===== config.mk =====
export PLATFORM = sky130hd
export DESIGN_NAME = ctl_frame_rx
export DESIGN_NICKNAME = d
export VERILOG_FILES = /design/src/rtl/cfr_pkg.sv /design/src/rtl/cfr_gap_timer.sv /design/src/rtl/cfr_payload_store.sv /design/src/rtl/ctl_frame_rx.sv
export SDC_FILE = /design/constraint.sdc
export NUM_CORES = 1
export LEC_CHECK = 0
export ABC_AREA = 0
export ABC_CLOCK_PERIOD_IN_PS = 4400
export BUFFER_PORTS_ARGS = -buffer_cell sky130_fd_sc_hd__buf_4
export CAP_MARGIN = 10
export CORE_ASPECT_RATIO = 1.75
export CORE_UTILIZATION = 57
export CTS_CLUSTER_DIAMETER = 50
export DETAILED_ROUTE_END_ITERATION = 10
export PLACE_DENSITY = 0.8
export SYNTH_ARGS = -nofsm -noshare
export SYNTH_HDL_FRONTEND = slang
export SYNTH_SLANG_ARGS = --single-unit

===== constraint.sdc =====
create_clock -name clk -period 4.4 [get_ports clk]
set_input_delay 0.88 -clock clk [delete_from_list [all_inputs] [get_ports clk]]
set_output_delay 0.88 -clock clk [all_outputs]
set_load 0.05 [all_outputs]

===== src/rtl/cfr_pkg.sv =====
package cfr_pkg;

    localparam logic [7:0] BYTE_ENQ = 8'h05;
    localparam logic [7:0] BYTE_STX = 8'h02;
    localparam logic [7:0] BYTE_EOT = 8'h04;
    localparam logic [7:0] BYTE_ACK = 8'h06;
    localparam logic [7:0] BYTE_NAK = 8'h15;

    typedef enum logic [2:0] {
        ST_IDLE,
        ST_OPENED,
        ST_READY_OUT,
        ST_BODY,
        ST_VERDICT_OUT
    } rx_state_t;

    function automatic logic is_opener(input logic [7:0] b);
        return (b == BYTE_ENQ) || (b == BYTE_STX);
    endfunction

endpackage


===== src/rtl/cfr_gap_timer.sv =====
module cfr_gap_timer #(
    parameter int GAP_LIMIT = 1000
) (
    input  logic clk,
    input  logic rst,
    input  logic run,
    input  logic kick,
    output logic expire
);
    localparam int CW = $clog2(GAP_LIMIT + 1);

    logic [CW-1:0] cnt;

    always_ff @(posedge clk) begin
        if (rst || !run || kick)
            cnt <= '0;
        else if (cnt != CW'(GAP_LIMIT))
            cnt <= cnt + 1'b1;
    end

    assign expire = run && !kick && (cnt == CW'(GAP_LIMIT - 1));

endmodule


===== src/rtl/cfr_payload_store.sv =====
module cfr_payload_store #(
    parameter int MAX_LEN = 16,
    parameter int LEN_W   = $clog2(MAX_LEN + 1)
) (
    input  logic                 clk,
    input  logic                 rst,
    input  logic                 clear,
    input  logic                 wr,
    input  logic [7:0]           wr_byte,
    output logic [8*MAX_LEN-1:0] data_flat,
    output logic [LEN_W-1:0]     len,
    output logic                 overflow
);
    logic full;
    assign full = (len == LEN_W'(MAX_LEN));

    always_ff @(posedge clk) begin
        if (rst || clear) begin
            len      <= '0;
            overflow <= 1'b0;
        end else if (wr) begin
            if (full)
                overflow <= 1'b1;
            else
                len <= len + 1'b1;
        end
    end

    for (genvar i = 0; i < MAX_LEN; i++) begin : g_slot
        logic [7:0] slot;
        always_ff @(posedge clk) begin
            if (rst)
                slot <= '0;
            else if (wr && !clear && len == LEN_W'(i))
                slot <= wr_byte;
        end
        assign data_flat[8*i +: 8] = slot;
    end

endmodule


===== src/rtl/ctl_frame_rx.sv =====
module ctl_frame_rx
    import cfr_pkg::*;
#(
    parameter int MAX_LEN   = 16,
    parameter int GAP_LIMIT = 1000,
    localparam int LEN_W    = $clog2(MAX_LEN + 1)
) (
    input  logic                 clk,
    input  logic                 rst,
    input  logic [7:0]           rx_byte,
    input  logic                 rx_valid,
    output logic                 rx_ready,
    output logic [7:0]           tx_byte,
    output logic                 tx_valid,
    input  logic                 tx_ready,
    output logic [8*MAX_LEN-1:0] pay_data,
    output logic [LEN_W-1:0]     pay_len,
    output logic                 frame_done,
    output logic                 frame_ok
);
    rx_state_t  state, state_nx;
    logic       take;
    logic       gap_run, gap_expire;
    logic       store_clear, store_wr, store_ovf;
    logic       malformed;
    logic       is_end;
    logic [7:0] answer;

    assign rx_ready = (state == ST_IDLE) || (state == ST_OPENED) || (state == ST_BODY);
    assign take     = rx_valid && rx_ready;
    assign tx_valid = (state == ST_READY_OUT) || (state == ST_VERDICT_OUT);
    assign tx_byte  = answer;
    assign is_end   = (rx_byte == BYTE_EOT);

    assign gap_run     = (state == ST_OPENED) || (state == ST_BODY);
    assign store_clear = (state == ST_OPENED) && take && (rx_byte == BYTE_STX);
    assign store_wr    = (state == ST_BODY) && take && !is_end && !is_opener(rx_byte);

    cfr_gap_timer #(.GAP_LIMIT(GAP_LIMIT)) u_gap (
        .clk    (clk),
        .rst    (rst),
        .run    (gap_run),
        .kick   (take),
        .expire (gap_expire)
    );

    cfr_payload_store #(.MAX_LEN(MAX_LEN), .LEN_W(LEN_W)) u_store (
        .clk       (clk),
        .rst       (rst),
        .clear     (store_clear),
        .wr        (store_wr),
        .wr_byte   (rx_byte),
        .data_flat (pay_data),
        .len       (pay_len),
        .overflow  (store_ovf)
    );

    always_comb begin
        state_nx = state;
        unique case (state)
            ST_IDLE:
                if (take && rx_byte == BYTE_ENQ) state_nx = ST_OPENED;
            ST_OPENED:
                if (gap_expire)
                    state_nx = ST_IDLE;
                else if (take)
                    state_nx = (rx_byte == BYTE_STX) ? ST_READY_OUT : ST_IDLE;
            ST_READY_OUT:
                if (tx_ready) state_nx = ST_BODY;
            ST_BODY:
                if (gap_expire)
                    state_nx = ST_IDLE;
                else if (take && is_end)
                    state_nx = ST_VERDICT_OUT;
            ST_VERDICT_OUT:
                if (tx_ready) state_nx = ST_IDLE;
            default:
                state_nx = ST_IDLE;
        endcase
    end

    always_ff @(posedge clk) begin
        if (rst) begin
            state      <= ST_IDLE;
            answer     <= '0;
            malformed  <= 1'b0;
            frame_done <= 1'b0;
            frame_ok   <= 1'b0;
        end else begin
            state      <= state_nx;
            frame_done <= 1'b0;
            if (store_clear) begin
                malformed <= 1'b0;
                answer    <= BYTE_ACK;
            end
            if (state == ST_BODY && take) begin
                if (is_end) begin
                    frame_done <= 1'b1;
                    frame_ok   <= !(malformed || store_ovf);
                    answer     <= (malformed || store_ovf) ? BYTE_NAK : BYTE_ACK;
                end else if (is_opener(rx_byte)) begin
                    malformed <= 1'b1;
                end
            end
        end
    end

endmodule


==> flow_metrics.tcl, run 1 <==
set metrics [dict create \
    core_area_um2 10800 \
    cts_tree "yes" \
    track_usage_pct 29.0 \
    place_hpwl_mm 10.7 \
    cts_buffers 17 \
    final_util_pct 75.3 \
    met1_usage_pct 32.8 \
    cpMaxStageDelayCell "nor4_4" \
    p_clk_share_pct 50.0 \
    ys_types 43 \
    arrival_ns 2.91 \
    drcViolationCount 0 \
    cts_resized 0 \
    relSlewSlack_pct 43.8 \
    swShare_pct 21.6 \
    finalClockSkew_ns 0.0106 \
    synth_fp_nets 640 \
    leakage_uw 0.00309 \
    fin_ws_ns 1.77 \
    cts_buffer_depth 2 \
    synth_seq_cells 158 \
    crit_fanout 21 \
    busiest_layer "met2" \
    hold_class "flop to flop" \
    r2r_cells 6 \
    start_kind "input port" \
    r2r_setup_slack_ns 1.99 \
    async_flop_share_pct 0 \
    hp-start "tx_byte[3]" \
    crit_buf_inv 2 \
    ys.flop_type "dfxtp_1" \
    dp.cells 869 \
    outcome "complete, no violations" \
    synth_top_area_share_pct 49.5 \
    finalCritPeriodShare_pct 59.8 \
    multi_input_area_um2 2990 \
    crit_path_end_kind "flop" \
    synth_area_leaders "dfxtp_1 (50%), mux2i_1 (20%), nor2_1 (9.5%)" \
    rsz0062_at_grt "false" \
    cts.clk_slew.worst_paths_ns 0.06 \
    total_power_uw 3000 \
    crit_required_ns 4.68 \
    hold_path_end "tx_byte[3]" \
    cpMostUsedCell "buf_4" \
    regArea_um2 3160 \
    gr-usage-met3_pct 7.24 \
    netlist_area_um2 6390 \
    synthCells 621 \
    ant_nets 0 \
    fill_cells 752 \
    drive_above_1_share_pct 27.9 \
    r2r-end "u_store.g_slot[4].slot[1]" \
    die_w_um 82.0 \
    yosys_warnings 0 \
    diodes 0 \
    cts-root-buf "clkbuf_16" \
    cp_slowest_stage_delay_ns 0.79 \
    grt_pass1_wl_mm 25.4 \
    cts_sinks 158 \
    vias 4938 \
    grt_max_degree 70 \
    synth_area_leader_cell "dfxtp_1" \
    initial_core_util_pct 59.0 \
    io_buffers 156 \
    pre_cts_ws_ns 1.37 \
    syn_avg_cell_area_um2 10.3 \
    die-area_um2 11600 \
    fin_cells 901 \
    maxCapViolCount 0 \
    power_density_nw_per_um2 368 \
    synth_most_common_cell "nor2_1" \
    vias_per_cell 5.48 \
    pin_count 157 \
    pwr-share-comb_pct 2.4 \
    antenna_found_initial 0 \
    std_cell_rows 50 \
    chipHeight_um 142 \
    met2_usage_pct 50.5 \
    clk_latency_ns 0.42 \
    syn_to_final_growth_pct 27.7 \
    worst-setup-path-type "input port to flop" \
    gr-total-overflow 0 \
    min_period_ns 2.63 \
    p_seq_share_pct 47.6 \
    worstMarginPinSlew_ns 0.839 \
    internal_power_uw 2350 \
    drt_iter0_drc 226 \
    avgRoutedWirePerCell_um 17.8 \
    h-tree-depth 4 \
    gp_congestion 0.883 \
    grt_pass1_vias 4958 \
    worstPathCellList "buf_4 -> or3b_2 -> a211oi_4 -> buf_4 -> nor4_4 -> mux2i_1 -> nor2_1" \
    drt-total-wl_mm 16.0 \
    ys_seq_area_share_pct 49.5 \
    max-vdd-ir-drop_uv 349 \
    crit_family "simple AND/OR/NAND/NOR gates" \
    final.setup.tns_ns 0 \
    p_switching_uw 648 \
    reg2reg_from "state[0]" \
    worstHoldPathCells 1 \
    postCtsSetupBuffers 0 \
    max_clock_freq_mhz 380 \
    final-setup-viol-count 0 \
    drt-pass1-iter-count 4 \
    synth_commonest_cells "nor2_1 (162), dfxtp_1 (158), mux2i_1 (130)" \
    cts_hold_buf 0 \
    hold_violations 0 \
    drv_slew 0 \
    fin_nets 777 \
    synth_edf_count 0 \
]
==> cells by family after synthesis <==
kind of cell / count (synthesis) / share of synthesized area (%)
mux: 130 / 20.4
buf+inv: 50 / 3.72
xor+xnor: 13 / 1.78
simple gates: 244 / 21.1
compound gates: 18 / 1.94
flops: 158 / 49.5
fa+ha+maj: 8 / 1.53
==> worst max path at each step <==
stage | slack, ns | cells past startpoint | endpoint | from
2_1_floorplan | 1.85 | 8 | u_store.g_slot[15].slot[0] | rx_byte[5]
5_1_grt | 1.65 | 7 | u_store.g_slot[4].slot[5] | rx_byte[1]
4_1_cts | 1.76 | 7 | u_store.g_slot[4].slot[1] | rx_byte[0]
6_report | 1.77 | 7 | u_store.g_slot[4].slot[1] | rx_byte[0]
3_3_place_gp | 1.43 | 7 | u_store.g_slot[4].slot[2] | rx_byte[0]
3_5_place_dp | 1.37 | 7 | u_store.g_slot[4].slot[5] | rx_byte[0]
==> worst register-to-register path: cells and delay by family, from the launching register on <==
family / cells / cell delay, ns
DFF: 1 / 0.51
and+or+nand+nor: 4 / 1.17
muxes: 1 / 0.32
buffers and inverters: 1 / 0.28
==> power groups by stage <==
stage / combinational [µW] / sequential (µW) / clock [µW]
after floorplan: 46.2 / 1460 / 0
after global placement: 70.7 / 1460 / 0
after detailed placement: 70.9 / 1460 / 0
after CTS: 71.2 / 1430 / 1510
after global routing: 75.7 / 1430 / 1580
final: 71.3 / 1430 / 1500
==> metrics by stage <==
stage | cell area (µm²) | hold slack, ns
2_1_floorplan | 6390 | 0.458
3_3_place_gp | 7550 | 0.444
3_5_place_dp | 7550 | 0.450
4_1_cts | 8150 | 0.467
5_1_grt | 8150 | 0.491
6_report | 8150 | 0.468
==> registers in the layout, summed over array words and instances, names as in the netlist <==
signal and count:
frame_done 1, frame_ok 1, u_store.len 5, u_store.g_slot.slot 128
u_store.overflow 1, tx_byte 8, malformed 1, state 3
u_gap.cnt 10
==> placed cells by master, fill, tap and decap left out, drive strengths merged, types with 5 or more instances in the layout <==
cell,instances
a21oi,5
mux2i,130
nor4,21
and2,6
buf,160
nand3,5
nor3,7
o21ai,6
nand2b,6
xor2,6
xnor2,7
dfxtp,158
clkinv,5
nor2,162
ha,7
inv,10
nand2,12
clkbuf,19
==> per-layer routing <==
layer / part of all wire, % / wire, µm / vias up
li1: - / - / 2362
met1: 39 / 6210 / 2391
met2: 54 / 8630 / 159
met3: 5.4 / 869 / 26
met4: 1.8 / 291 / 0
met5: 0 / 0 / -
==> final cells by class <==
type	count	area share (%)
Clock buffer	19	5.43
Clock inverter	13	2.00
Inverter	8	0.368
Multi-Input combinational cell	413	36.7
Sequential cell	158	38.8
Tap cell	130	2.00
Timing Repair Buffer	160	14.7
Note: power is estimated with default switching activity, not from simulation.
==> run 2, diff against run 1 <==
- ABC_AREA: 0 -> 1
- ABC_CLOCK_PERIOD_IN_PS: 4400 -> 2200
- CORE_UTILIZATION: 57 -> 48
- PLACE_DENSITY: 0.8 -> 0.72
- clock period: 4.4 -> 2.2 ns (I/O delays scaled with it)
==> flow_metrics.tcl, run 2 <==
set metrics [dict create \
    maxCapViolCount 0 \
    initial_core_util_pct 49.6 \
    yosys_warnings 0 \
    die-area_um2 14000 \
    track_usage_pct 25.6 \
    antenna_found_initial 0 \
    cts_sinks 158 \
    pin_count 157 \
    drt-pass1-iter-count 4 \
    drive_above_1_share_pct 26.5 \
    postCtsSetupBuffers 0 \
    max_clock_freq_mhz 528 \
    final_cell_mix "buf_4 (180), nand2_1 (179), dfxtp_1 (158)" \
    synth_xor_area_share_pct 0.270 \
    gp_congestion 0.830 \
    synth_fp_nets 843 \
    hold_class "input port to flop" \
    crit_path_end_kind "output port" \
    io_buffers 156 \
    start_kind "flop" \
    final-setup-viol-count 0 \
    cts_hold_buf 0 \
    async_flop_share_pct 0 \
    avgRoutedWirePerCell_um 15.5 \
    gr-total-overflow 0 \
    rsz0062_at_grt "false" \
    outcome "complete, no violations" \
    clk_latency_ns 0.41 \
    std_cell_rows 55 \
    ys_seq_area_share_pct 48.8 \
    max-vdd-ir-drop_uv 507 \
    arrival_ns 1.45 \
    crit_fanout 11 \
    cts-root-buf "clkbuf_16" \
    drt_iter0_drc 337 \
    drcViolationCount 0 \
    core_area_um2 13100 \
    relSlewSlack_pct 52.5 \
    cts_buffer_depth 2 \
    synth_top_family_by_area "simple AND/OR/NAND/NOR gates" \
    cts_resized 0 \
    ys_types 31 \
    worstMarginPinSlew_ns 0.708 \
    drt-total-wl_mm 17.9 \
    syn_avg_cell_area_um2 7.87 \
    cpMaxStageDelayCell "dfxtp_1" \
    syn_to_final_growth_pct 28.7 \
    synth_top_area_share_pct 48.8 \
    grt_pass1_wl_mm 28.5 \
    cp_slowest_stage_delay_ns 0.52 \
    power_density_nw_per_um2 702 \
    place_hpwl_mm 12.3 \
    worstPathCellList "buf_4 -> buf_4" \
    synthCells 824 \
    synth_area_leaders "dfxtp_1 (49%), a21oi_1 (12%), nand3_1 (11%)" \
    vias 6158 \
    top_register "u_store.g_slot.slot" \
    cts_buffers 17 \
    worst-setup-path-type "flop to output port" \
    ant_nets 0 \
    busiest_layer "met2" \
    crit_required_ns 1.76 \
    met1_usage_pct 28.8 \
    diodes 0 \
    drv_slew 0 \
    muxShareOfSynthArea_pct 0 \
    grt_pass1_vias 5680 \
    grt_max_degree 92 \
    hold_violations 0 \
    fin_nets 994 \
    min_period_ns 1.89 \
    yosys.area_share.simple_pct 30.1 \
    gr-usage-met3_pct 3.85 \
    synth_area_leader_cell "dfxtp_1" \
    finalClockSkew_ns 0.0111 \
    synth_compound_area_share_pct 12.5 \
    largest_reg_flops 128 \
    h-tree-depth 4 \
    chipHeight_um 156 \
    met2_usage_pct 48.0 \
    finalCritPeriodShare_pct 86.0 \
    ys.flop_type "dfxtp_1" \
    netlist_area_um2 6480 \
    leakage_uw 0.00327 \
    synth_edf_count 0 \
    synth_most_common_cell "nand2_1" \
    cpMostUsedCell "buf_4" \
    synth_seq_cells 158 \
    final_common_cell "buf_4" \
    synth_commonest_cells "nand2_1 (179), dfxtp_1 (158), a21oi_1 (153)" \
    die_w_um 89.8 \
    hold_slack_ns 0.348 \
    cts.clk_slew.worst_paths_ns 0.06 \
    synthAdderAreaFrac_pct 1.35 \
    vias_per_cell 5.33 \
    cts_tree "yes" \
    final.setup.tns_ns 0 \
]
[run 2: cell count changes after synthesis, moves of 6 or more]
| cell | previous run | this run |
|---|---|---|
| nor4_4 | 15 | 0 |
| and2_1 | 6 | 0 |
| nand2b_1 | 6 | 0 |
| nand2_2 | 0 | 14 |
| nor2_1 | 162 | 28 |
| mux2i_1 | 130 | 0 |
| clkbuf_1 | 24 | 16 |
| a21oi_1 | 5 | 153 |
| nor3_2 | 0 | 16 |
| nand3_1 | 5 | 146 |
| nand2_1 | 12 | 179 |
| xnor2_1 | 7 | 0 |
| buf_2 | 4 | 13 |
| inv_1 | 8 | 34 |
[run 2: layout make-up]
class,instances,area (µm²)
repair buffers,183,1410
inverters,40,150
clock inverters,11,96.3
fillers,1200,4730
flip-flops and latches,158,3160
clock buffers,18,439
well taps,171,214
multi-input cells,575,2870
[run 2: final timing paths]
| path | start | slack (ns) | depth (start not counted) | endpoint |
|---|---|---|---|---|
| worst min-delay path | rx_byte[2] | 0.35 | 3 | u_store.g_slot[14].slot[2] |
| worst max-delay path | u_store.len[4] | 0.31 | 2 | pay_len[4] |
| worst max register to register | u_store.len[3] | 0.36 | 6 | u_store.g_slot[9].slot[7] |
| worst min register to register | tx_byte[6] | 0.45 | 2 | tx_byte[6] |
[run 2: kinds of logic (layout without fill, tap and decap cells)]
logic type	Yosys count	in the layout
AND/OR/NAND/NOR	405	405
AO/OA/AOI/OAI	161	161
buffers and inverters	91	252
adder cells (fa/ha/maj)	7	7
flip-flops	158	158
XOR/XNOR	2	2
[run 2: metrics by stage]
step / utilization (%) / setup WS, ns / instances / total power, µW / instance area [µm²]
global placement: 59.7 / 0.282 / 1127 / 3230 / 7810
CTS: 63.8 / 0.296 / 1156 / 5900 / 8340
detailed placement: 59.7 / 0.232 / 1127 / 3230 / 7810
finish: 63.8 / 0.307 / 1156 / 5860 / 8340
floorplan: - / 0.164 / 824 / 3130 / 6480
global route: 63.8 / 0.188 / 1156 / 6040 / 8340
[run 2: power breakdown]
group          internal [µW]  switching [µW]  total, µW
combinational           74.3             204        278
sequential              2870            17.5       2890
clock                   1560            1130       2690
total                   4510            1350       5860
[run 2: per-layer routing]
layer  vias up  wire length, µm
met1      2901             7080
met2       181             9820
met4         0              347
met3        22              689
met5         -                0
li1       3054                -
[run 2: worst max-delay path: cells and delay by family, from the launching register on]
family                 cells  cell delay [ns]
flip-flops                 1             0.52
buffers and inverters      2             0.52
==> run 3, diff against run 2 <==
- ABC_CLOCK_PERIOD_IN_PS: 2200 -> not set
- CORE_UTILIZATION: 48 -> 57
- PLACE_DENSITY: 0.72 -> 0.8
- clock period: 2.2 -> 2.3 ns (I/O delays scaled with it)
==> flow_metrics.tcl, run 3 (synthesized netlist as in run 2, its figures left out) <==
set metrics [dict create \
    r2r-end "u_store.g_slot[14].slot[7]" \
    std_cell_rows 51 \
    worstHoldPathCells 2 \
    finalCritPeriodShare_pct 92.9 \
    chipHeight_um 143 \
    antenna_found_initial 0 \
    start_kind "flop" \
    grt_max_degree 50 \
    ant_nets 0 \
    hold_path_end "tx_byte[5]" \
    r2r_cells 9 \
    min_period_ns 2.14 \
    crit_required_ns 2.59 \
    cp-startpoint "state[2]" \
    hold_class "flop to flop" \
    maxCapViolCount 0 \
    core_area_um2 11100 \
    cts_resized 0 \
    gp_congestion 0.903 \
    final-setup-viol-count 0 \
    worstMarginPinSlew_ns 0.823 \
    die-area_um2 11800 \
    hp-start "tx_byte[5]" \
    largest_reg_flops 128 \
    drive_above_1_share_pct 27.0 \
    track_usage_pct 33.2 \
    dp.cells 1093 \
    top_register "u_store.g_slot.slot" \
    cts_tree "yes" \
    grt_pass1_vias 6139 \
    postCtsSetupBuffers 0 \
    cts_buffer_depth 2 \
    place_hpwl_mm 13.2 \
    pin_count 157 \
    max_clock_freq_mhz 468 \
    hold_slack_ns 0.447 \
    relSlewSlack_pct 45.0 \
    drv_slew 0 \
    final_cell_mix "buf_4 (187), nand2_1 (179), dfxtp_1 (158)" \
    reg2reg_from "state[2]" \
    h-tree-depth 4 \
    drt-total-wl_mm 19.5 \
    rsz0062_at_grt "false" \
    finalClockSkew_ns 0.00695 \
    final_common_cell "buf_4" \
    cts_hold_buf 0 \
    drt-pass1-iter-count 5 \
    initial_core_util_pct 58.4 \
    vias 6576 \
    cts_sinks 158 \
    r2r_setup_slack_ns 0.16 \
    power_density_nw_per_um2 711 \
    fin_nets 1000 \
    drcViolationCount 0 \
    avgRoutedWirePerCell_um 17.3 \
    arrival_ns 2.42 \
    final.setup.tns_ns 0 \
    worst-setup-path-type "flop to flop" \
    cts_buffers 17 \
    drt_iter0_drc 461 \
    syn_to_final_growth_pct 29.7 \
    die_w_um 82.6 \
    diodes 0 \
    outcome "complete, no violations" \
    leakage_uw 0.00333 \
    max-vdd-ir-drop_uv 685 \
    cts-root-buf "clkbuf_16" \
    gr-total-overflow 0 \
    crit_path_end_kind "flop" \
    grt_pass1_wl_mm 29.5 \
    hold_violations 0 \
    clk_latency_ns 0.43 \
    vias_per_cell 5.84 \
    io_buffers 156 \
    cts.clk_slew.worst_paths_ns 0.06 \
    crit_fanout 36 \
    fin_cells 1126 \
]
==> run 3: cell count changes in the layout (fill, tap and decap cells not counted), moves of 2 or more <==
cell and change:
buf_4 +7, buf_12 -2, clkbuf_1 +2, clkbuf_8 +3, clkinv_2 -3, bufinv_16 +2
==> run 3: how the worst max path moves through the flow <==
stage,slack [ns],cells past startpoint,to
after global routing,0.04,9,u_store.g_slot[1].slot[2]
after detailed placement,-0.27,10,u_store.g_slot[1].slot[3]
final,0.16,9,u_store.g_slot[14].slot[7]
after CTS,0.17,9,u_store.g_slot[14].slot[7]
after global placement,-0.17,11,u_store.g_slot[1].slot[3]
after floorplan,0.26,9,state[2]
==> run 3: critical path, stage by stage (launching register included) <==
cell	delay, ns
dfxtp_1	0.32
inv_2	0.07
nand3_1	0.10
nor2_2	0.17
nand2_2	0.15
nor2_8	0.51
buf_4	0.40
nand2_4	0.12
nand2_1	0.10
a21oi_1	0.06
==> run 3: per-layer routing <==
layer | vias to the layer above | track usage [%] | wire length (µm) | share of wire [%]
li1 | 3066 | - | - | -
met1 | 3109 | 34.1 | 6620 | 34
met2 | 329 | 58.9 | 10500 | 54
met3 | 72 | 6.39 | 1290 | 6.6
met4 | 0 | 21.8 | 1000 | 5.1
met5 | - | 0 | 0 | 0
==> run 3: cell type report <==
type	instances	area, µm²
well taps	132	165
multi-input cells	576	2880
flip-flops and latches	158	3160
inverters	40	150
clock inverters	9	133
fillers	840	2700
clock buffers	23	488
repair buffers	188	1420
==> run 3: stage by stage <==
step | area (µm²) | utilization [%] | setup slack (ns) | total power [µW]
floorplan | 6480 | - | 0.264 | 3000
global placement | 7770 | 70.0 | -0.168 | 3100
detailed placement | 7770 | 70.0 | -0.266 | 3110
CTS | 8400 | 75.7 | 0.170 | 5970
global route | 8400 | 75.7 | 0.0378 | 6110
finish | 8400 | 75.7 | 0.164 | 5970
==> run 3: report_power, final <==
group,leakage (µW),internal [µW],switching (µW)
Sequential,0.00127,2750,6.83
Clock,0.000299,1820,1090
Combinational,0.00176,83.3,219
Total,0.00333,4650,1320
